<file path="config.mk">
export PLATFORM = sky130hd
export DESIGN_NAME = nibreg_serial_master
export DESIGN_NICKNAME = d
export VERILOG_FILES = /design/src/rtl/nibreg_pkg.sv /design/src/rtl/nibreg_dp.sv /design/src/rtl/nibreg_ctrl.sv /design/src/rtl/nibreg_serial_master.sv
export SDC_FILE = /design/constraint.sdc
export NUM_CORES = 1
export LEC_CHECK = 0
export ABC_CLOCK_PERIOD_IN_PS = 3450
export BUFFER_PORTS_ARGS = -buffer_cell sky130_fd_sc_hd__buf_2
export CAP_MARGIN = 20
export CORE_MARGIN = 2
export CORE_UTILIZATION = 35
export CTS_CLUSTER_SIZE = 40
export DETAILED_ROUTE_END_ITERATION = 12
export PLACE_DENSITY = 0.51
export SLEW_MARGIN = 20
export SYNTH_ARGS = -nofsm -noshare
export SYNTH_HDL_FRONTEND = slang
export SYNTH_HIERARCHICAL = 1
export SYNTH_SLANG_ARGS = --single-unit
</file>
<file path="constraint.sdc">
create_clock -name clk -period 3.45 [get_ports clk]
set_input_delay 0.69 -clock clk [delete_from_list [all_inputs] [get_ports clk]]
set_output_delay 0.69 -clock clk [all_outputs]
set_load 0.1 [all_outputs]
</file>
<file path="src/rtl/nibreg_pkg.sv">
package nibreg_pkg;
  // flag bits placed above the 4-bit payload of each command byte
  localparam logic [7:0] FLAG_READ = 8'h40;
  localparam logic [7:0] FLAG_ADDR = 8'h20;
  localparam logic [7:0] FLAG_DATA = 8'h10;

  typedef enum logic [1:0] {
    SEL_RDCMD  = 2'd0,
    SEL_WRADDR = 2'd1,
    SEL_WRDATA = 2'd2,
    SEL_NONE   = 2'd3
  } byteSel_e;

  // strobes from control to datapath
  typedef struct packed {
    logic     latchReq;
    logic     loadByte;
    byteSel_e sel;
    logic     shiftBit;
    logic     sampleBit;
    logic     oeOn;
    logic     oeOff;
    logic     publish;
  } dpStrobe_t;
endpackage

</file>
<file path="src/rtl/nibreg_dp.sv">
module nibreg_dp
  import nibreg_pkg::*;
#(
  parameter int NIB_W  = 4,
  parameter int BYTE_W = 8
) (
  input  logic             clk,
  input  logic             rstN,
  input  dpStrobe_t        st,
  input  logic [NIB_W-1:0] regAddr,
  input  logic [NIB_W-1:0] wrNibble,
  input  logic             sdaIn,
  output logic             sdaOut,
  output logic             sdaOe,
  output logic [NIB_W-1:0] rdNibble
);
  localparam int PAD_W = BYTE_W - NIB_W;

  logic [NIB_W-1:0]  addrR, dataR;
  logic [BYTE_W-1:0] txShift, rxShift, nextByte;
  logic              oeR;
  logic [NIB_W-1:0]  rdR;

  always_comb begin
    unique case (st.sel)
      SEL_RDCMD:  nextByte = {{PAD_W{1'b0}}, addrR} | FLAG_READ[BYTE_W-1:0] | FLAG_ADDR[BYTE_W-1:0];
      SEL_WRADDR: nextByte = {{PAD_W{1'b0}}, addrR} | FLAG_ADDR[BYTE_W-1:0];
      SEL_WRDATA: nextByte = {{PAD_W{1'b0}}, dataR} | FLAG_DATA[BYTE_W-1:0];
      default:    nextByte = '0;
    endcase
  end

  always_ff @(posedge clk) begin
    if (!rstN) begin
      addrR   <= '0;
      dataR   <= '0;
      txShift <= '0;
      rxShift <= '0;
      oeR     <= 1'b0;
      rdR     <= '0;
    end else begin
      if (st.latchReq) begin
        addrR   <= regAddr;
        dataR   <= wrNibble;
        rxShift <= '0;
      end
      if (st.loadByte)       txShift <= nextByte;
      else if (st.shiftBit)  txShift <= {txShift[BYTE_W-2:0], 1'b0};
      if (st.sampleBit)      rxShift <= {rxShift[BYTE_W-2:0], sdaIn};
      if (st.oeOn)           oeR <= 1'b1;
      else if (st.oeOff)     oeR <= 1'b0;
      if (st.publish)        rdR <= rxShift[NIB_W-1:0];
    end
  end

  assign sdaOut   = txShift[BYTE_W-1];
  assign sdaOe    = oeR;
  assign rdNibble = rdR;
endmodule

</file>
<file path="src/rtl/nibreg_ctrl.sv">
module nibreg_ctrl
  import nibreg_pkg::*;
#(
  parameter int HALF_CYCLES = 35,
  parameter int BYTE_W      = 8
) (
  input  logic      clk,
  input  logic      rstN,
  input  logic      start,
  input  logic      isWrite,
  output dpStrobe_t st,
  output logic      sclOut,
  output logic      busy,
  output logic      done
);
  localparam int TMR_W = $clog2(HALF_CYCLES + 1);
  localparam int BIT_W = $clog2(BYTE_W);
  localparam logic [TMR_W-1:0] TMR_END = TMR_W'(HALF_CYCLES - 1);
  localparam logic [BIT_W-1:0] BIT_END = BIT_W'(BYTE_W - 1);

  typedef enum logic [1:0] {S_IDLE, S_LOAD, S_SETUP, S_LOW} state_e;

  state_e           state;
  logic [TMR_W-1:0] timer;
  logic [BIT_W-1:0] bitCnt;
  logic             byteNum;
  logic             wrR;
  logic             sclR, doneR;
  logic             halfEnd, lastBit, rdPhase;

  assign halfEnd = (timer == TMR_END);
  assign lastBit = (bitCnt == BIT_END);
  assign rdPhase = byteNum && !wrR;

  always_comb begin
    st     = '0;
    st.sel = SEL_NONE;
    unique case (state)
      S_IDLE:  st.latchReq = start;
      S_LOAD: begin
        st.loadByte = 1'b1;
        st.oeOn     = !rdPhase;
        if (!byteNum)  st.sel = wrR ? SEL_WRADDR : SEL_RDCMD;
        else if (wrR)  st.sel = SEL_WRDATA;
      end
      S_SETUP: st.sampleBit = halfEnd && rdPhase;
      S_LOW: begin
        if (halfEnd) begin
          st.shiftBit = !lastBit;
          st.oeOff    = lastBit;
          st.publish  = lastBit && rdPhase;
        end
      end
      default: ;
    endcase
  end

  always_ff @(posedge clk) begin
    if (!rstN) begin
      state   <= S_IDLE;
      timer   <= '0;
      bitCnt  <= '0;
      byteNum <= 1'b0;
      wrR     <= 1'b0;
      sclR    <= 1'b1;
      doneR   <= 1'b0;
    end else begin
      doneR <= 1'b0;
      unique case (state)
        S_IDLE: if (start) begin
          wrR     <= isWrite;
          byteNum <= 1'b0;
          state   <= S_LOAD;
        end
        S_LOAD: begin
          timer  <= '0;
          bitCnt <= '0;
          state  <= S_SETUP;
        end
        S_SETUP: begin
          if (halfEnd) begin
            timer <= '0;
            sclR  <= 1'b0;
            state <= S_LOW;
          end else timer <= timer + 1'b1;
        end
        S_LOW: begin
          if (halfEnd) begin
            timer <= '0;
            sclR  <= 1'b1;
            if (!lastBit) begin
              bitCnt <= bitCnt + 1'b1;
              state  <= S_SETUP;
            end else if (!byteNum) begin
              byteNum <= 1'b1;
              state   <= S_LOAD;
            end else begin
              doneR <= 1'b1;
              state <= S_IDLE;
            end
          end else timer <= timer + 1'b1;
        end
        default: state <= S_IDLE;
      endcase
    end
  end

  assign sclOut = sclR;
  assign busy   = (state != S_IDLE);
  assign done   = doneR;
endmodule

</file>
<file path="src/rtl/nibreg_serial_master.sv">
module nibreg_serial_master
  import nibreg_pkg::*;
#(
  parameter int HALF_CYCLES = 35,
  parameter int NIB_W       = 4,
  parameter int BYTE_W      = 8
) (
  input  logic             clk,
  input  logic             rstN,
  input  logic             start,
  input  logic             isWrite,
  input  logic [NIB_W-1:0] regAddr,
  input  logic [NIB_W-1:0] wrNibble,
  input  logic             ceReq,
  input  logic             sdaIn,
  output logic             busy,
  output logic             done,
  output logic [NIB_W-1:0] rdNibble,
  output logic             pinCe,
  output logic             sclOut,
  output logic             sdaOut,
  output logic             sdaOe
);
  dpStrobe_t st;

  nibreg_ctrl #(.HALF_CYCLES(HALF_CYCLES), .BYTE_W(BYTE_W)) u_ctrl (
    .clk(clk), .rstN(rstN), .start(start), .isWrite(isWrite),
    .st(st), .sclOut(sclOut), .busy(busy), .done(done)
  );

  nibreg_dp #(.NIB_W(NIB_W), .BYTE_W(BYTE_W)) u_dp (
    .clk(clk), .rstN(rstN), .st(st), .regAddr(regAddr), .wrNibble(wrNibble),
    .sdaIn(sdaIn), .sdaOut(sdaOut), .sdaOe(sdaOe), .rdNibble(rdNibble)
  );

  assign pinCe = ceReq;
endmodule

</file>
==> flow_summary.toml, run 1 <==
[outcome]
outcome = "finished, final reports clean"

[setup_path]
r2r-start = "u_ctrl/timer[0]$_SDFFE_PN0N_"
r2r_end = "u_dp/txShift[3]$_SDFFE_PN0P_"
ff2ff_setup_slack_ps = 840
start_kind = "flip-flop"
path_max_fanout = 8
critical_path_class = "flip-flop to flip-flop"
path_cells = "inv_1 > ha_1 > or4b_1 > or3_1 > nor2_1 > buf_4 > mux2_2 > o21ai_1 > a31oi_1"
arrival_ps = 2800
reg2reg_depth = 9
crit_path_end_kind = "flip-flop"
critical-path-max-stage-delay_ps = 570
crit_slowest_cell = "or4b_1"
worstPathRequired_ps = 3640

[power_and_ir_drop]
swShare_pct = 26.5
intPower_uw = 753
power.leakage_uw = 0.000876
p_sw_uw = 272
power_density_nw_per_um2 = 453
p_seq_share_pct = 49.5
clockPowerShare_pct = 37.7
ir_drop_mv = 0.218
pwr-share-comb_pct = 12.8

[routing]
num_vias = 1495
dr.pass1.iters = 4
vias_per_cell = 4.92
initialDrtViolationCount = 94
routed_wl_mm = 3.89
ant_nets = 0
drc = 0
routedWlPerCell_um = 12.8

[sta]
final_hold_viol_count = 0
maxSlewHeadroom_pct = 56.4
setup_ws_ps = 841
min_period_ps = 2610
fmax_mhz = 383
timing.hold.ws_ps = 499
setup_viol = 0
rsz0062_at_grt = "false"
drv_slew = 0
timing.final.crit_share_pct = 75.6
tns_ps = 0
max_slew.worst_pin.slew_ps = 652
skew_ps = 6.99

[clocking]
clk_latency_ps = 300
clk_path_buf_depth = 2
tritoncts = "yes"
cts_buffers = 5
cts_max_level = 2
post_cts_buffers = 0
cts_resized = 0
clkSinkCount = 40
clkTransAtPathRegs_ps = 80
cts_root_buf = "clkbuf_8"
hold_buffers = 0

[finish]
area_growth_pct = 13.9
final_cells = 304
stdcell_area_um2 = 2260
diodes = 0
nNetsFinal = 251
drive_gt1_share_pct = 19.0

[placement]
post-place-ws_ps = 860
io_buffers = 21
placed_cells_incl_taps = 296
place.detailed.hpwl_mm = 2.59
placed_cell_area_um2 = 2150
globalplace.congestion = 0.786

[die]
io_pins = 24
fp.dieW_um = 79.3
core_um2 = 5510
row_count = 27
dieArea_um2 = 6290
die_h_um = 79.3
start_util_pct = 36.1

[global_route]
grt_max_degree = 42
grt_pass1_vias = 1448
grt_pass1_wl_mm = 6.72
overflow = 0
gr-usage-all-layers_pct = 13.6
antenna_found_initial = 0

[logic_synthesis]
ys_ff_latch = 40
synthesis.area_um2 = 1990
postSynthAreaPerCell_um2 = 9.28
syn_nets = 234
yosysUniqueCellTypes = 41
ys_warn_count = 6
seq_area_frac_synth_pct = 40.3
synth_cells = 214

[min_path]
hp-class = "flip-flop to flip-flop"
hold_path_end = "u_dp/txShift[1]$_SDFFE_PN0P_"
worstHoldStart = "u_dp/addrR[1]$_SDFFE_PN0P_"
holdPathStages = 2

[run]
cap_viol_max_count = 0
==> kinds of logic after synthesis <==
logic type,Yosys count,share of synthesized area [%]
flops,40,40.3
simple gates,81,24.9
mux,20,10.8
xor+xnor,3,1.32
fa+ha+maj,6,3.78
buf+inv,23,5.29
compound gates,41,13.6
==> per-stage QoR <==
stage | utilization (%) | power, uW
after CTS | 41.1 | 1040
final | 41.1 | 1020
after detailed placement | 39.1 | 651
after global routing | 41.1 | 1080
after floorplan | - | 622
after global placement | 38.9 | 651
==> cell usage in the layout, fill, tap and decap left out, drive strengths merged, types with 7 or more instances in the layout <==
cell,count
mux2i,15
dfxtp,40
nor3b,9
nand2b,7
nand2,12
a21oi,9
inv,7
o21ai,9
buf,26
nor2b,25
==> power by group through the flow <==
stage | combinational, uW | clock (uW) | sequential, uW
global placement | 133 | 0 | 518
detailed placement | 133 | 0 | 518
finish | 132 | 386 | 507
CTS | 133 | 399 | 507
global route | 146 | 418 | 512
floorplan | 108 | 0 | 514
==> final cells by class <==
| cell class | count | area, um^2 |
|---|---|---|
| Tap cell | 72 | 90.1 |
| Timing Repair Buffer | 26 | 143 |
| Fill cell | 560 | 3240 |
| Inverter | 7 | 26.3 |
| Clock buffer | 5 | 68.8 |
| Sequential cell | 40 | 801 |
| Clock inverter | 3 | 42.5 |
| Multi-Input combinational cell | 151 | 1090 |
==> worst max path at each step <==
stage                                 startpoint                            to  slack (ps)
finish              u_ctrl/timer[0]$_SDFFE_PN0N_  u_dp/txShift[3]$_SDFFE_PN0P_         840
detailed placement  u_ctrl/timer[0]$_SDFFE_PN0N_  u_dp/txShift[3]$_SDFFE_PN0P_         860
floorplan           u_ctrl/timer[0]$_SDFFE_PN0N_  u_dp/txShift[2]$_SDFFE_PN0P_        1020
global placement    u_ctrl/timer[0]$_SDFFE_PN0N_  u_dp/txShift[2]$_SDFFE_PN0P_         880
global route        u_ctrl/timer[0]$_SDFFE_PN0N_  u_dp/txShift[3]$_SDFFE_PN0P_         710
CTS                 u_ctrl/timer[0]$_SDFFE_PN0N_  u_dp/txShift[3]$_SDFFE_PN0P_         840
==> synthesized netlist by cell type, drive strengths merged <==
cell type	instances	area share, %
o21a	3	1.1
or2	1	0.32
ha	6	3.8
and2b	1	0.44
xor2	2	0.88
mux2i	15	7.6
mux2	5	3.2
nand2b	7	2.2
xnor2	1	0.44
nor4b	1	0.44
dfxtp	40	40
nor3	6	2.0
nor3b	9	3.4
or3	1	0.32
nand3	5	1.3
inv	7	1.3
a21boi	1	0.38
o211a	4	2.0
o22ai	2	0.63
buf	6	2.1
o31a	4	1.8
nand2	12	2.3
clkbuf	10	1.9
nand3b	5	1.9
a211oi	2	0.76
or4b	1	0.50
nor2b	25	7.9
and2	3	0.95
o211ai	1	0.38
o2111ai	1	0.44
a31oi	5	1.6
nor4	2	0.63
a21oi	9	2.3
nor2	2	0.38
o21ai	9	2.3
==> sequential cells by signal (all words and copies together), names as in the netlist <==
register	count
u_ctrl/wrR	1
u_dp/rdNibble	4
u_dp/txShift	8
u_dp/addrR	4
u_ctrl/byteNum	1
u_ctrl/state	2
u_ctrl/timer	6
u_ctrl/done	1
u_dp/dataR	4
u_dp/sdaOe	1
u_ctrl/sclOut	1
u_dp/rxShift	4
u_ctrl/bitCnt	3
==> critical path, delay by kind of cell, from the launching register on <==
family	cells	cell delay, ps
AOI/OAI and AO/OA	2	170
adders and majority gates	1	150
buffers and inverters	2	270
DFF	1	350
muxes	1	340
and+or+nand+nor	3	1210
==> layer usage <==
metal | track usage (%) | up-vias | routed length, um
met5 | 0 | - | 0
met4 | 6.21 | 0 | 76
met3 | 2.39 | 8 | 111
met2 | 20.8 | 23 | 1740
met1 | 18.6 | 683 | 1970
li1 | - | 781 | -
No activity file was read; power rests on OpenSTA's default activity.
==> inputs of run 2 (changes only) <==
Settings changed: ABC_CLOCK_PERIOD_IN_PS 3450 to 2700.
Clock period 3.45 ns to 2.7 ns, I/O delays scaled along.
==> run 2 against run 1 <==
Against the previous run: flip-flop and latch count stayed put; non-clock buffer count is 5 higher; largest cell class unchanged; clock power is 33% higher; via count is 1.9% higher.
==> flow_summary.toml, run 2 (synthesis gave the netlist of run 1 again) <==
[clocking]
cts_max_level = 2
clk_latency_ps = 290
cts_root_buf = "clkbuf_8"
clkTransAtPathRegs_ps = 80
clkSinkCount = 40
tritoncts = "yes"
cts_resized = 0
clk_path_buf_depth = 2
cts_buffers = 5
post_cts_buffers = 0
hold_buffers = 0

[die]
start_util_pct = 36.1
io_pins = 24
fp.dieW_um = 79.3
die_h_um = 79.3
dieArea_um2 = 6290
row_count = 27
core_um2 = 5510

[power_and_ir_drop]
pwr-share-comb_pct = 13.1
p_seq_share_pct = 48.3
swShare_pct = 25.6
power.leakage_uw = 0.000906
power_uw = 1330
ir_drop_mv = 0.306
p_sw_uw = 341
clockPowerShare_pct = 38.6
intPower_uw = 993
power_density_nw_per_um2 = 579

[placement]
place.detailed.hpwl_mm = 2.69
placed_cells_incl_taps = 301
post-place-ws_ps = 350
globalplace.congestion = 0.757
io_buffers = 21

[sta]
fmax_mhz = 425
final_hold_viol_count = 0
rsz0062_at_grt = "false"
timing.final.crit_share_pct = 87.2
maxSlewHeadroom_pct = 56.1
skew_ps = 8.96
max_slew.worst_pin.slew_ps = 649
drv_slew = 0
setup_viol = 0
setup_ws_ps = 346
min_period_ps = 2350
tns_ps = 0

[min_path]
holdPathStages = 2
hp-class = "flip-flop to flip-flop"

[finish]
nNetsFinal = 256
largest_register_ffs = 8
diodes = 0
post-route-util_pct = 41.8
top_regs = "u_dp/txShift x8, u_ctrl/timer x6"
drive_gt1_share_pct = 20.3
regMostFlops = "u_dp/txShift"
area_growth_pct = 16.0
fillers = 573
final_cells = 309
layout_common_cells = "dfxtp_1, nor2b_1, buf_2"
final_common_cell = "dfxtp_1"

[setup_path]
r2r-start = "u_ctrl/timer[0]$_SDFFE_PN0N_"
arrival_ps = 2540
worstSetupEndpoint = "u_dp/rdNibble[2]$_SDFFE_PN0P_"
critical_path_class = "flip-flop to flip-flop"
crit_path_end_kind = "flip-flop"
path_max_fanout = 5
reg2reg_depth = 8
worstPathRequired_ps = 2890
r2r_end = "u_dp/rdNibble[2]$_SDFFE_PN0P_"
start_kind = "flip-flop"
critPathLaunch = "u_ctrl/timer[0]$_SDFFE_PN0N_"
ff2ff_setup_slack_ps = 350

[run]
cap_viol_max_count = 0

[routing]
num_vias = 1524
vias_per_cell = 4.93
drc = 0
ant_nets = 0
routed_wl_mm = 3.93
routedWlPerCell_um = 12.7
initialDrtViolationCount = 64
dr.pass1.iters = 4

[global_route]
grt_max_degree = 42
overflow = 0
antenna_found_initial = 0
gr-usage-all-layers_pct = 13.8
grt_pass1_wl_mm = 6.88
grt_pass1_vias = 1470

[outcome]
outcome = "finished, final reports clean"
==> run 2: cell count changes in the layout (fill, tap and decap cells not counted), sizes merged <==
cell / before / now
buf: 26 / 31
clkinvlp: 1 / 0
clkbuf: 5 / 6
==> run 2: through the flow <==
step                      hold WS [ps]  instance area, um^2
final                              495                 2300
after global routing               510                 2300
after CTS                          494                 2300
after detailed placement           486                 2180
after global placement             486                 2180
after floorplan                    462                 1990
==> run 2: area by class of cell <==
| class | instances | area, um^2 | share of cell area [%] |
|---|---|---|---|
| multi-input cells | 151 | 1080 | 47.1 |
| clock buffers | 6 | 82.6 | 3.59 |
| clock inverters | 2 | 38.8 | 1.68 |
| well taps | 72 | 90.1 | 3.91 |
| flip-flops and latches | 40 | 801 | 34.8 |
| inverters | 7 | 26.3 | 1.14 |
| repair buffers | 31 | 180 | 7.82 |
==> run 2: worst min-delay path by stage <==
| stage | slack [ps] | startpoint | end |
|---|---|---|---|
| floorplan | 460 | u_dp/addrR[0]$_SDFFE_PN0P_ | u_dp/txShift[0]$_SDFFE_PN0P_ |
| global placement | 490 | u_ctrl/sclOut$_SDFFE_PN1P_ | u_ctrl/sclOut$_SDFFE_PN1P_ |
| detailed placement | 490 | u_dp/addrR[1]$_SDFFE_PN0P_ | u_dp/txShift[1]$_SDFFE_PN0P_ |
| CTS | 490 | regAddr[3] | u_dp/addrR[3]$_SDFFE_PN0P_ |
| global route | 510 | u_ctrl/sclOut$_SDFFE_PN1P_ | u_ctrl/sclOut$_SDFFE_PN1P_ |
| finish | 490 | u_dp/addrR[1]$_SDFFE_PN0P_ | u_dp/txShift[1]$_SDFFE_PN0P_ |
==> run 2: per-layer routing <==
metal / up-vias / part of all wire [%] / GRT usage, %
li1: 790 / - / -
met1: 701 / 50 / 19.3
met2: 28 / 45 / 20.5
met3: 5 / 3.8 / 3.64
met4: 0 / 0.92 / 4.83
met5: - / 0 / 0
==> run 2: power by group through the flow <==
stage | Sequential (uW) | Combinational [uW] | Clock, uW
final | 644 | 175 | 515
after global routing | 650 | 195 | 558
after CTS | 644 | 177 | 529
after detailed placement | 659 | 177 | 0
after global placement | 659 | 178 | 0
after floorplan | 657 | 138 | 0
==> run 2: critical path, stage by stage, from the launching register on <==
cell and delay (ps):
dfxtp_1 350, inv_1 90, ha_1 160, or4b_1 460
or3_1 400, buf_4 170, nor3_2 340, mux2i_1 240
nor2b_1 60
